`config.mk`:
```
export PLATFORM = sky130hd
export DESIGN_NAME = scl_phase_gen
export DESIGN_NICKNAME = d
export VERILOG_FILES = /design/src/rtl/scl_gen_pkg.sv /design/src/rtl/scl_div_split.sv /design/src/rtl/scl_gen_ctrl.sv /design/src/rtl/scl_gen_dp.sv /design/src/rtl/scl_phase_gen.sv
export SDC_FILE = /design/constraint.sdc
export NUM_CORES = 1
export LEC_CHECK = 0
export BUFFER_PORTS_ARGS = -buffer_cell sky130_fd_sc_hd__buf_4
export CORE_UTILIZATION = 40
export CTS_BUF_LIST = sky130_fd_sc_hd__clkbuf_8 sky130_fd_sc_hd__clkbuf_16
export DETAILED_ROUTE_END_ITERATION = 12
export PLACE_DENSITY_LB_ADDON = 0.25
export SLEW_MARGIN = 20
export SYNTH_ARGS = -nofsm -noshare
export SYNTH_HDL_FRONTEND = slang
export SYNTH_SLANG_ARGS = --single-unit
```
`constraint.sdc`:
```
create_clock -name clk -period 7.86 [get_ports clk]
set_input_delay 1.965 -clock clk [delete_from_list [all_inputs] [get_ports clk]]
set_output_delay 1.965 -clock clk [all_outputs]
set_load 0.01 [all_outputs]
```
`src/rtl/scl_gen_pkg.sv`:
```
package scl_gen_pkg;

  // Commands from the phase controller to the count datapath
  typedef struct packed {
    logic clearCnt;  // restart the phase position at zero
    logic stepCnt;   // advance the phase position by one cycle
    logic loadDiv;   // capture the divider inputs for a new period
  } sclCtrl_t;

endpackage

```
`src/rtl/scl_div_split.sv`:
```
module scl_div_split #(
  parameter int CNT_W = 8
) (
  input  logic signed [CNT_W:0]   divIn,
  output logic        [CNT_W-1:0] lowCnt,
  output logic        [CNT_W-1:0] highCnt
);

  localparam int SIGN_BIT = CNT_W;

  logic [CNT_W-1:0] halfDown;
  logic [CNT_W-1:0] oddUnit;

  // Floor half of the magnitude, and the odd unit that goes to the high phase
  assign halfDown = {1'b0, divIn[CNT_W-1:1]};
  assign oddUnit  = {{(CNT_W-1){1'b0}}, divIn[0]};

  always_comb begin
    if (divIn[SIGN_BIT]) begin
      lowCnt  = '0;
      highCnt = '0;
    end else begin
      lowCnt  = halfDown;
      highCnt = halfDown + oddUnit;
    end
  end

endmodule

```
`src/rtl/scl_gen_ctrl.sv`:
```
module scl_gen_ctrl
  import scl_gen_pkg::*;
(
  input  logic     clk,
  input  logic     rstN,
  input  logic     enable,
  input  logic     hold,
  input  logic     atEnd,
  input  logic     atMid,
  output logic     phaseHigh,
  output sclCtrl_t ctl,
  output logic     sclOut,
  output logic     sdaChangeStb,
  output logic     sdaSampleStb
);

  logic running;
  logic advancing;

  assign advancing = enable && running && !hold;

  always_comb begin
    ctl = '0;
    if (!enable) begin
      ctl.clearCnt = 1'b1;
    end else if (!running) begin
      ctl.clearCnt = 1'b1;
      ctl.loadDiv  = 1'b1;
    end else if (!hold) begin
      if (atEnd) begin
        ctl.clearCnt = 1'b1;
        ctl.loadDiv  = phaseHigh;
      end else begin
        ctl.stepCnt = 1'b1;
      end
    end
  end

  always_ff @(posedge clk) begin
    if (!rstN) begin
      running   <= 1'b0;
      phaseHigh <= 1'b0;
    end else if (!enable) begin
      running   <= 1'b0;
      phaseHigh <= 1'b0;
    end else if (!running) begin
      running   <= 1'b1;
      phaseHigh <= 1'b0;
    end else if (!hold && atEnd) begin
      phaseHigh <= !phaseHigh;
    end
  end

  assign sclOut       = !running || phaseHigh;
  assign sdaChangeStb = advancing && atMid && !phaseHigh;
  assign sdaSampleStb = advancing && atMid && phaseHigh;

endmodule

```
`src/rtl/scl_gen_dp.sv`:
```
module scl_gen_dp
  import scl_gen_pkg::*;
#(
  parameter int CNT_W = 8
) (
  input  logic             clk,
  input  logic             rstN,
  input  sclCtrl_t         ctl,
  input  logic             phaseHigh,
  input  logic [CNT_W-1:0] lowIn,
  input  logic [CNT_W-1:0] highIn,
  output logic             atEnd,
  output logic             atMid
);

  localparam int POS_W = CNT_W + 3;  // eight clocks per count unit

  logic [CNT_W-1:0] curLow;
  logic [CNT_W-1:0] curHigh;
  logic [CNT_W-1:0] activeCnt;
  logic [POS_W-1:0] phasePos;
  logic [POS_W-1:0] endPos;
  logic [POS_W-1:0] midPos;

  always_ff @(posedge clk) begin
    if (!rstN) begin
      curLow  <= '0;
      curHigh <= '0;
    end else if (ctl.loadDiv) begin
      curLow  <= lowIn;
      curHigh <= highIn;
    end
  end

  always_ff @(posedge clk) begin
    if (!rstN) begin
      phasePos <= '0;
    end else if (ctl.clearCnt) begin
      phasePos <= '0;
    end else if (ctl.stepCnt) begin
      phasePos <= phasePos + 1'b1;
    end
  end

  assign activeCnt = phaseHigh ? curHigh : curLow;
  assign endPos    = {activeCnt, 3'b111};
  assign midPos    = {({1'b0, activeCnt} + {{CNT_W{1'b0}}, 1'b1}), 2'b00};
  assign atEnd     = (phasePos == endPos);
  assign atMid     = (phasePos == midPos);

endmodule

```
`src/rtl/scl_phase_gen.sv`:
```
module scl_phase_gen
  import scl_gen_pkg::*;
#(
  parameter int CNT_W = 8
) (
  input  logic               clk,
  input  logic               rstN,
  input  logic               enable,
  input  logic               hold,
  input  logic               splitMode,
  input  logic signed [CNT_W:0] divIn,
  input  logic [CNT_W-1:0]   lowCntIn,
  input  logic [CNT_W-1:0]   highCntIn,
  output logic               sclOut,
  output logic               sdaChangeStb,
  output logic               sdaSampleStb
);

  sclCtrl_t         ctl;
  logic             phaseHigh;
  logic             atEnd;
  logic             atMid;
  logic [CNT_W-1:0] splitLow;
  logic [CNT_W-1:0] splitHigh;
  logic [CNT_W-1:0] selLow;
  logic [CNT_W-1:0] selHigh;

  scl_div_split #(.CNT_W(CNT_W)) u_split (
    .divIn   (divIn),
    .lowCnt  (splitLow),
    .highCnt (splitHigh)
  );

  assign selLow  = splitMode ? splitLow  : lowCntIn;
  assign selHigh = splitMode ? splitHigh : highCntIn;

  scl_gen_ctrl u_ctrl (
    .clk          (clk),
    .rstN         (rstN),
    .enable       (enable),
    .hold         (hold),
    .atEnd        (atEnd),
    .atMid        (atMid),
    .phaseHigh    (phaseHigh),
    .ctl          (ctl),
    .sclOut       (sclOut),
    .sdaChangeStb (sdaChangeStb),
    .sdaSampleStb (sdaSampleStb)
  );

  scl_gen_dp #(.CNT_W(CNT_W)) u_dp (
    .clk       (clk),
    .rstN      (rstN),
    .ctl       (ctl),
    .phaseHigh (phaseHigh),
    .lowIn     (selLow),
    .highIn    (selHigh),
    .atEnd     (atEnd),
    .atMid     (atMid)
  );

endmodule

```
==> flow_metrics.tcl, run 1 <==
set metrics [dict create \
    ff_latch_area_um2 580.6 \
    wl_um 4554 \
    final_area_mm2 0.002537 \
    rows 26 \
    critical_path_buf_inv_count 2 \
    max_stage_delay_ns 0.46 \
    setup_viol 0 \
    cp-startpoint "hold" \
    critPathArrivalTime_ns 3.63 \
    track_usage_pct 18.22 \
    area_growth_pct 16.48 \
    synth.distinct_cells 38 \
    die_width_um 75.80 \
    synth_edf_count 0 \
    fin_tns_setup_ns 0 \
    rrSetupSlack_ns 4.16 \
    synth-seq-cells 29 \
    cts_max_level 2 \
    synth.area.top_cells "dfxtp_1 (27%), xnor2_1 (11%), o211a_1 (6.9%)" \
    route.met2.wl_um 2107 \
    ioPinCount 33 \
    cts_resized 0 \
    timing.rr.start "u_ctrl.phaseHigh$_SDFFE_PN0P_" \
    crit_top_cell "buf_4" \
    period_needed_ns 5.591 \
    grt_max_degree 33 \
    ys_warn_count 0 \
    vias 1810 \
    p_leak_nw 0.9986 \
    critical_path_class "in -> out" \
    avgViaCountPerCell 5.403 \
    drtIter0Drc 155 \
    vdd_ir_drop_max_uv 84.88 \
    tightestPinTransition_ns 0.8507 \
    syn_avg_cell_area_um2 8.928 \
    grt_pass1_wl_um 7845 \
    grt_overflow 0 \
    final_util_pct 49.06 \
    dieArea_mm2 0.005745 \
    finalWeightedCongestion 0.7567 \
    cpLargestDelayFamily "simple AND/OR/NAND/NOR gates" \
    slew_headroom_pct 43.21 \
    async_reset_ff_share_pct 0 \
    final_layout_size_suffix_gt1_share_pct 22.26 \
    cp_max_fo 11 \
    dp_hpwl_um 3326 \
    multi_input_area_mm2 0.001431 \
    core_area_mm2 0.005172 \
    synth_compound_area_share_pct 20.16 \
    cts_root_buf "clkbuf_8" \
    cts_buffer_depth 2 \
    critPathLaunchType "input port" \
    final.setup_skew_ns 0.005622 \
    synthAdderAreaFrac_pct 2.872 \
    cts_setup_buffers 0 \
    hp-class "reg -> reg" \
    start_util_pct 42.11 \
    wl_per_cell_um 13.59 \
    drt_pass1_iterations 4 \
    top_layer "met4" \
    finalMaxSlewViolations 0 \
    final_common_cell "buf_4" \
    ys.flop_type "dfxtp_1" \
    syn_inst 244 \
    finalHoldViolations 0 \
    syn_nets 279 \
    synthSimpleGateAreaFrac_pct 22.34 \
    synth_top_area_share_pct 26.65 \
    rr_worst_depth 6 \
    crit_required_ns 5.89 \
    min_period_over_period_pct 71.13 \
    cap_violations 0 \
    nFillCells 480 \
    ant_nets 0 \
    drc 0 \
    cp-endpoint "sdaSampleStb" \
    timing.fmax_mhz 178.9 \
    wl_met1_um 2244 \
    yosys.area.top_type "dfxtp_1" \
    insertion_delay_ns 0.29 \
    place_area_mm2 0.002404 \
    final_cell_mix "buf_4 (33), dfxtp_1 (29), xnor2_1 (27)" \
    synth_top_family_by_area "simple AND/OR/NAND/NOR gates" \
    clkSinkCount 29 \
    num_antenna_cells 0 \
    path_cells "buf_4 -> nand3b_1 -> a211oi_1 -> nand3_1 -> nor3_1 -> and4_1 -> buf_4" \
    muxShareOfSynthArea_pct 6.663 \
    fin_nets 299 \
    grt_antenna_before_repair 0 \
    rsz0062_at_grt "false" \
    synth_seq_area_share_pct 26.65 \
    status "finished, final reports clean" \
    clk_pin_slew_ns 0.06 \
    wl_met3_um 123 \
    place.port_buffers 32 \
    end_kind "output pin" \
    cts_tree "built" \
    cp_num_cells 7 \
    critical_path.slowest_cell "nand3b_1" \
    grt_pass1_vias 1714 \
    synth_xor_xnor_area_share_pct 13.67 \
    cts_hold_buf 0 \
    cts_buffers 5 \
    r2r-end "u_dp.curHigh[2]$_SDFFE_PN0P_" \
    pwr_density_cell_mw_per_mm2 159.9 \
    netlist_area_mm2 0.002178 \
    die_y_um 75.80 \
]
[state kept, by name, summed over array words and instances, names as in the netlist]
signal	count
u_ctrl.phaseHigh	1
u_ctrl.running	1
u_dp.curHigh	8
u_dp.curLow	8
u_dp.phasePos	11
[per-layer routing]
metal | track usage [%] | up-vias
li1 | - | 923
met1 | 23.62 | 853
met2 | 29.30 | 26
met3 | 3.968 | 8
met4 | 7.407 | 0
met5 | 0 | -
[tightest hold or removal path: stages, from the launching register on]
cell     delay, ns
dfxtp_1       0.31
nand2_1       0.05
o21ai_0       0.06
[cell usage after synthesis, types with 2 or more instances]
| cell type | instances |
|---|---|
| ha_1 | 5 |
| nand4_1 | 2 |
| inv_1 | 15 |
| nor3_1 | 2 |
| mux2_2 | 4 |
| o211a_1 | 15 |
| nand2_1 | 6 |
| buf_2 | 4 |
| nand3b_1 | 14 |
| buf_4 | 2 |
| buf_6 | 3 |
| nand2b_1 | 10 |
| nor2_1 | 14 |
| and3_1 | 3 |
| o21ai_0 | 3 |
| dfxtp_1 | 29 |
| a2111oi_2 | 6 |
| xnor2_1 | 27 |
| o221ai_2 | 5 |
| a211oi_1 | 4 |
| xor2_1 | 7 |
| a221oi_1 | 2 |
| clkbuf_1 | 10 |
| a21oi_1 | 5 |
| o221ai_1 | 2 |
| mux2i_1 | 10 |
| nand3_1 | 24 |
[metrics by stage]
| step | hold slack (ns) | instances | total power (W) | worst slack [ns] |
|---|---|---|---|---|
| 5_1_grt | 0.5146 | 335 | 0.0004234 | 2.118 |
| 2_1_floorplan | 0.4353 | 244 | 0.0002031 | 3.040 |
| 3_3_place_gp | 0.4502 | 327 | 0.0002240 | 2.395 |
| 3_5_place_dp | 0.4607 | 327 | 0.0002243 | 2.321 |
| 4_1_cts | 0.4728 | 335 | 0.0004082 | 2.314 |
| 6_report | 0.4719 | 335 | 0.0004058 | 2.269 |
[report_power, final]
part	switching [W]	internal [W]	total (W)
Combinational	0.0000316	0.0000305	0.0000621
Sequential	0.00000571	0.000153	0.000159
Clock	0.0000588	0.000126	0.000185
Total	0.0000961	0.000310	0.000406
[cells by family after synthesis]
kind of cell               after synthesis
and+or+nand+nor                         83
AOI/OAI and AO/OA                       44
buffers and inverters                   35
xor gates and xnor gates                34
DFF                                     29
muxes                                   14
adders and majority gates                5
[worst min-delay path by stage]
stage | to | slack, ns | start | cells after the start
after CTS | u_dp.curLow[7]$_SDFFE_PN0P_ | 0.47 | u_dp.curLow[7]$_SDFFE_PN0P_ | 2
final | u_dp.curLow[7]$_SDFFE_PN0P_ | 0.47 | u_dp.curLow[7]$_SDFFE_PN0P_ | 2
after global placement | u_dp.curLow[7]$_SDFFE_PN0P_ | 0.45 | u_dp.curLow[7]$_SDFFE_PN0P_ | 2
after global routing | u_dp.curLow[7]$_SDFFE_PN0P_ | 0.51 | u_dp.curLow[7]$_SDFFE_PN0P_ | 2
after floorplan | u_dp.curLow[7]$_SDFFE_PN0P_ | 0.44 | u_dp.curLow[7]$_SDFFE_PN0P_ | 2
after detailed placement | u_dp.curLow[7]$_SDFFE_PN0P_ | 0.46 | u_dp.curLow[7]$_SDFFE_PN0P_ | 2
[area by class of cell]
type | instances | area share [%]
Clock inverter | 3 | 2.564
Multi-Input combinational cell | 180 | 56.41
Inverter | 15 | 2.219
Clock buffer | 5 | 2.712
Sequential cell | 29 | 22.88
Tap cell | 70 | 3.452
Timing Repair Buffer | 33 | 9.763
Power figures use the tool's default switching activity.
==> run 2: changes to the inputs <==
==> constraint.sdc (replaced) <==
create_clock -name clk -period 5.8 [get_ports clk]
set_input_delay 1.45 -clock clk [delete_from_list [all_inputs] [get_ports clk]]
set_output_delay 1.45 -clock clk [all_outputs]
set_load 0.01 [all_outputs]
==> flow_metrics.tcl, run 2 (synthesis gave the netlist of run 1 again) <==
set metrics [dict create \
    status "finished, final reports clean" \
    setup_viol 0 \
    die_y_um 75.80 \
    layout_setup_ws_ns 1.145 \
    largest_reg_flops 11 \
    tightestPinTransition_ns 0.8410 \
    final_common_cell "buf_4" \
    timing.fmax_mhz 214.8 \
    cap_violations 0 \
    cts_buffers 5 \
    track_usage_pct 17.48 \
    grt_pass1_wl_um 7576 \
    wl_per_cell_um 13.59 \
    power.total_w 0.0004610 \
    cts_root_buf "clkbuf_8" \
    slew_headroom_pct 43.51 \
    pwr_density_cell_mw_per_mm2 185.2 \
    rows 26 \
    drc 0 \
    wl_met3_um 124 \
    nFillCells 524 \
    final_cell_mix "buf_4 (33), dfxtp_1 (29), xnor2_1 (27)" \
    wl_um 4539 \
    vias 1798 \
    finalHoldViolations 0 \
    ff_latch_area_um2 580.6 \
    pre_cts_ws_ns 1.255 \
    place.port_buffers 32 \
    ant_nets 0 \
    fin_nets 299 \
    dieArea_mm2 0.005745 \
    cp_max_fo 24 \
    clk_pin_slew_ns 0.06 \
    grt_overflow 0 \
    grt_pass1_vias 1639 \
    end_kind "output pin" \
    ioPinCount 33 \
    drt_pass1_iterations 6 \
    critical_path_buf_inv_count 2 \
    dp_hpwl_um 3417 \
    drtIter0Drc 130 \
    critPathLaunchType "register" \
    cts_buffer_depth 2 \
    area_growth_pct 14.30 \
    critical_path_class "reg -> out" \
    final_layout_size_suffix_gt1_share_pct 21.59 \
    clkSinkCount 29 \
    top_layer "met4" \
    min_period_over_period_pct 80.27 \
    insertion_delay_ns 0.27 \
    num_antenna_cells 0 \
    cts_max_level 2 \
    core_area_mm2 0.005172 \
    p_leak_nw 0.9790 \
    finalMaxSlewViolations 0 \
    cpLargestDelayFamily "flip-flops" \
    cts_setup_buffers 0 \
    max_stage_delay_ns 0.86 \
    avgViaCountPerCell 5.383 \
    die_width_um 75.80 \
    period_needed_ns 4.655 \
    final.setup_skew_ns 0.003127 \
    crit_required_ns 4.35 \
    top_register "u_dp.phasePos" \
    grt_max_degree 33 \
    vdd_ir_drop_max_uv 96.87 \
    multi_input_area_mm2 0.001431 \
    critPathArrivalTime_ns 3.21 \
    cts_resized 0 \
    reg_top3 "u_dp.phasePos (11), u_dp.curHigh (8), u_dp.curLow (8)" \
    critical_path.slowest_cell "dfxtp_1" \
    start_util_pct 42.11 \
    rsz0062_at_grt "false" \
    wl_met1_um 2292 \
    hp-class "reg -> reg" \
    route.met2.wl_um 2052 \
    fin_tns_setup_ns 0 \
    finalWeightedCongestion 0.7392 \
    cts_hold_buf 0 \
    cts_tree "built" \
    grt_antenna_before_repair 0 \
    path_cells "mux2i_1 -> inv_1 -> ha_1 -> xnor2_1 -> nand2_1 -> a211oi_1 -> nand3_1 -> nor3_1 -> and4_1 -> buf_4" \
]
-- run 2: cell count changes in the layout (fill, tap and decap cells not counted) --
cell       before  now
clkinv_2        1    0
bufinv_16       2    0
clkbuf_8        5    6
inv_1          15   16
-- run 2: path summary, 6_finish.rpt --
| check | start | endpoint | slack, ns | cells after the start |
|---|---|---|---|---|
| hold reg to reg | u_dp.curLow[7]$_SDFFE_PN0P_ | u_dp.curLow[7]$_SDFFE_PN0P_ | 0.49 | 2 |
| setup reg to reg | u_ctrl.phaseHigh$_SDFFE_PN0P_ | u_dp.curHigh[2]$_SDFFE_PN0P_ | 2.09 | 6 |
| setup / recovery | u_ctrl.phaseHigh$_SDFFE_PN0P_ | sdaSampleStb | 1.14 | 10 |
| hold / removal | u_dp.curLow[7]$_SDFFE_PN0P_ | u_dp.curLow[7]$_SDFFE_PN0P_ | 0.49 | 2 |
-- run 2: through the flow --
step | instances | hold WS, ns | util [%] | cell area [um^2]
after CTS | 334 | 0.4899 | 48.14 | 2490
after global placement | 327 | 0.4528 | 46.47 | 2404
after detailed placement | 327 | 0.4815 | 46.47 | 2404
final | 334 | 0.4880 | 48.14 | 2490
after floorplan | 244 | 0.4353 | - | 2178
after global routing | 334 | 0.5177 | 48.14 | 2490
-- run 2: power by group --
part | internal [W] | switching, W | leakage [nW]
registers | 0.000208 | 0.00000802 | 0.237
logic | 0.0000413 | 0.0000429 | 0.693
clock network | 0.0000920 | 0.0000688 | 0.0485
-- run 2: per-layer routing --
layer  vias up  global-route usage [%]
li1        917                       -
met2        27                   27.24
met4         0                   6.996
met1       848                   23.78
met5         -                       0
met3         6                   3.175
-- run 2: worst register-to-register path, delay by kind of cell, from the launching register on --
kind,cells,cell delay [ns]
AOI/OAI and AO/OA,3,1.23
muxes,2,0.87
DFF,1,0.86
and+or+nand+nor,1,0.64
-- run 2: area by class of cell --
type / count / share of cell area [%]
clock buffer: 6 / 3.317
sequential: 29 / 23.32
timing repair buffer: 33 / 9.950
multi-input combinational: 180 / 57.49
tap: 70 / 3.518
clock inverter: 1 / 0.1508
inverter: 15 / 2.261
==> run 3: changes to the inputs <==
==> constraint.sdc (replaced) <==
create_clock -name clk -period 4.8 [get_ports clk]
set_input_delay 1.2 -clock clk [delete_from_list [all_inputs] [get_ports clk]]
set_output_delay 1.2 -clock clk [all_outputs]
set_load 0.01 [all_outputs]
==> flow_metrics.tcl, run 3 (synthesis gave the netlist of run 1 again) <==
set metrics [dict create \
    hp-class "reg -> reg" \
    finalMaxSlewViolations 0 \
    p_leak_nw 0.9941 \
    dp_hpwl_um 3474 \
    grt_pass1_vias 1617 \
    setup_viol 0 \
    cts_setup_buffers 0 \
    period_needed_ns 4.040 \
    dieArea_mm2 0.005745 \
    drc 0 \
    place.port_buffers 32 \
    finalHoldViolations 0 \
    slew_headroom_pct 54.08 \
    cts_resized 0 \
    drt_pass1_iterations 4 \
    critPathLaunchType "register" \
    start_util_pct 42.11 \
    tightestPinTransition_ns 0.6887 \
    min_period_over_period_pct 84.16 \
    grt_antenna_before_repair 0 \
    grt_util_met1_pct 23.38 \
    cap_violations 0 \
    ant_nets 0 \
    clkSinkCount 29 \
    grt_pass1_wl_um 7596 \
    final_common_cell "buf_4" \
    cts_buffers 5 \
    wl_per_cell_um 13.67 \
    reg_top3 "u_dp.phasePos (11), u_dp.curHigh (8), u_dp.curLow (8)" \
    p_clk_share_pct 34.9 \
    place_area_mm2 0.002426 \
    wl_um 4606 \
    core_area_mm2 0.005172 \
    layout_setup_ws_ns 0.7604 \
    cts_buffer_depth 2 \
    fin_nets 302 \
    seqPwrFrac_pct 46.9 \
    end_kind "output pin" \
    clk_pin_slew_ns 0.06 \
    timing.rr.start "u_ctrl.phaseHigh$_SDFFE_PN0P_" \
    vdd_ir_drop_max_uv 110.6 \
    rows 26 \
    ioPinCount 33 \
    num_antenna_cells 0 \
    die_width_um 75.80 \
    grt.busiest_layer "met2" \
    cp_max_fo 24 \
    cts_max_level 2 \
    grt_max_degree 33 \
    combPwrFrac_pct 18.3 \
    grt_overflow 0 \
    p_switching_w 0.0001437 \
    pre_cts_ws_ns 1.035 \
    cts_hold_buf 0 \
    avgViaCountPerCell 5.347 \
    finalWeightedCongestion 0.7544 \
    cp-startpoint "u_ctrl.phaseHigh$_SDFFE_PN0P_" \
    final.setup_skew_ns 0.004433 \
    min-delay-start "u_dp.curLow[7]$_SDFFE_PN0P_" \
    internal-power_w 0.0004128 \
    pwr_density_cell_mw_per_mm2 221.5 \
    critical_path_class "reg -> out" \
    top_register "u_dp.phasePos" \
    insertion_delay_ns 0.28 \
    track_usage_pct 17.46 \
    area_growth_pct 15.34 \
    die_y_um 75.80 \
    vias 1802 \
    timing.fmax_mhz 247.5 \
    cts_root_buf "clkbuf_8" \
    cts_tree "built" \
    use_met2_pct 28.32 \
    final_area_mm2 0.002512 \
    status "finished, final reports clean" \
    final_layout_size_suffix_gt1_share_pct 22.47 \
    grtUsageMet3_pct 3.968 \
    largest_reg_flops 11 \
    switching_share_pct 25.82 \
    crit_required_ns 3.60 \
    drtIter0Drc 123 \
    final_cell_mix "buf_4 (36), dfxtp_1 (29), xnor2_1 (27)" \
    rsz0062_at_grt "false" \
    power.total_w 0.0005565 \
    fin_tns_setup_ns 0 \
    critPathArrivalTime_ns 2.84 \
]
## run 3: routing by layer
metal	part of all wire (%)	routed length (um)
met4	1.2	57
met3	2.2	103
met2	46	2119
met1	50	2326
met5	0	0
## run 3: power groups by stage
stage	registers [W]	logic, W	clock network, W
after floorplan	0.000263	0.0000696	0
after global placement	0.000266	0.000101	0
after detailed placement	0.000266	0.000102	0
after CTS	0.000261	0.000102	0.000201
after global routing	0.000263	0.000113	0.000210
final	0.000261	0.000102	0.000194
## run 3: per-stage QoR
step / cells / hold slack [ns] / utilization (%)
after global placement: 330 / 0.4539 / 46.90
final: 337 / 0.4775 / 48.57
after CTS: 337 / 0.4856 / 48.57
after floorplan: 244 / 0.4353 / -
after detailed placement: 330 / 0.4746 / 46.90
after global routing: 337 / 0.4961 / 48.57
## run 3: area by class of cell
class | instances | area [um^2]
tap | 70 | 87.58
clock inverter | 1 | 3.754
multi-input combinational | 180 | 1431
fill | 512 | 2660
inverter | 15 | 56.30
timing repair buffer | 36 | 270.3
clock buffer | 6 | 82.58
sequential | 29 | 580.6
## run 3: path summary, 6_finish.rpt
path	depth (start not counted)	slack, ns	to
worst max register to register	8	1.83	u_dp.curHigh[2]$_SDFFE_PN0P_
worst min-delay path	2	0.48	u_dp.curLow[7]$_SDFFE_PN0P_
worst min register to register	2	0.48	u_dp.curLow[7]$_SDFFE_PN0P_
worst max-delay path	11	0.76	sdaChangeStb
## run 3: worst max-delay path, cell delays in order (launching register included)
cell and delay [ns]:
dfxtp_1 0.30, buf_4 0.25, mux2i_1 0.48, inv_1 0.09, ha_1 0.32, xnor2_1 0.13, nand2_1 0.07, a211oi_1 0.17
nand3_1 0.10, nor3_1 0.28, and4b_1 0.24, buf_4 0.12
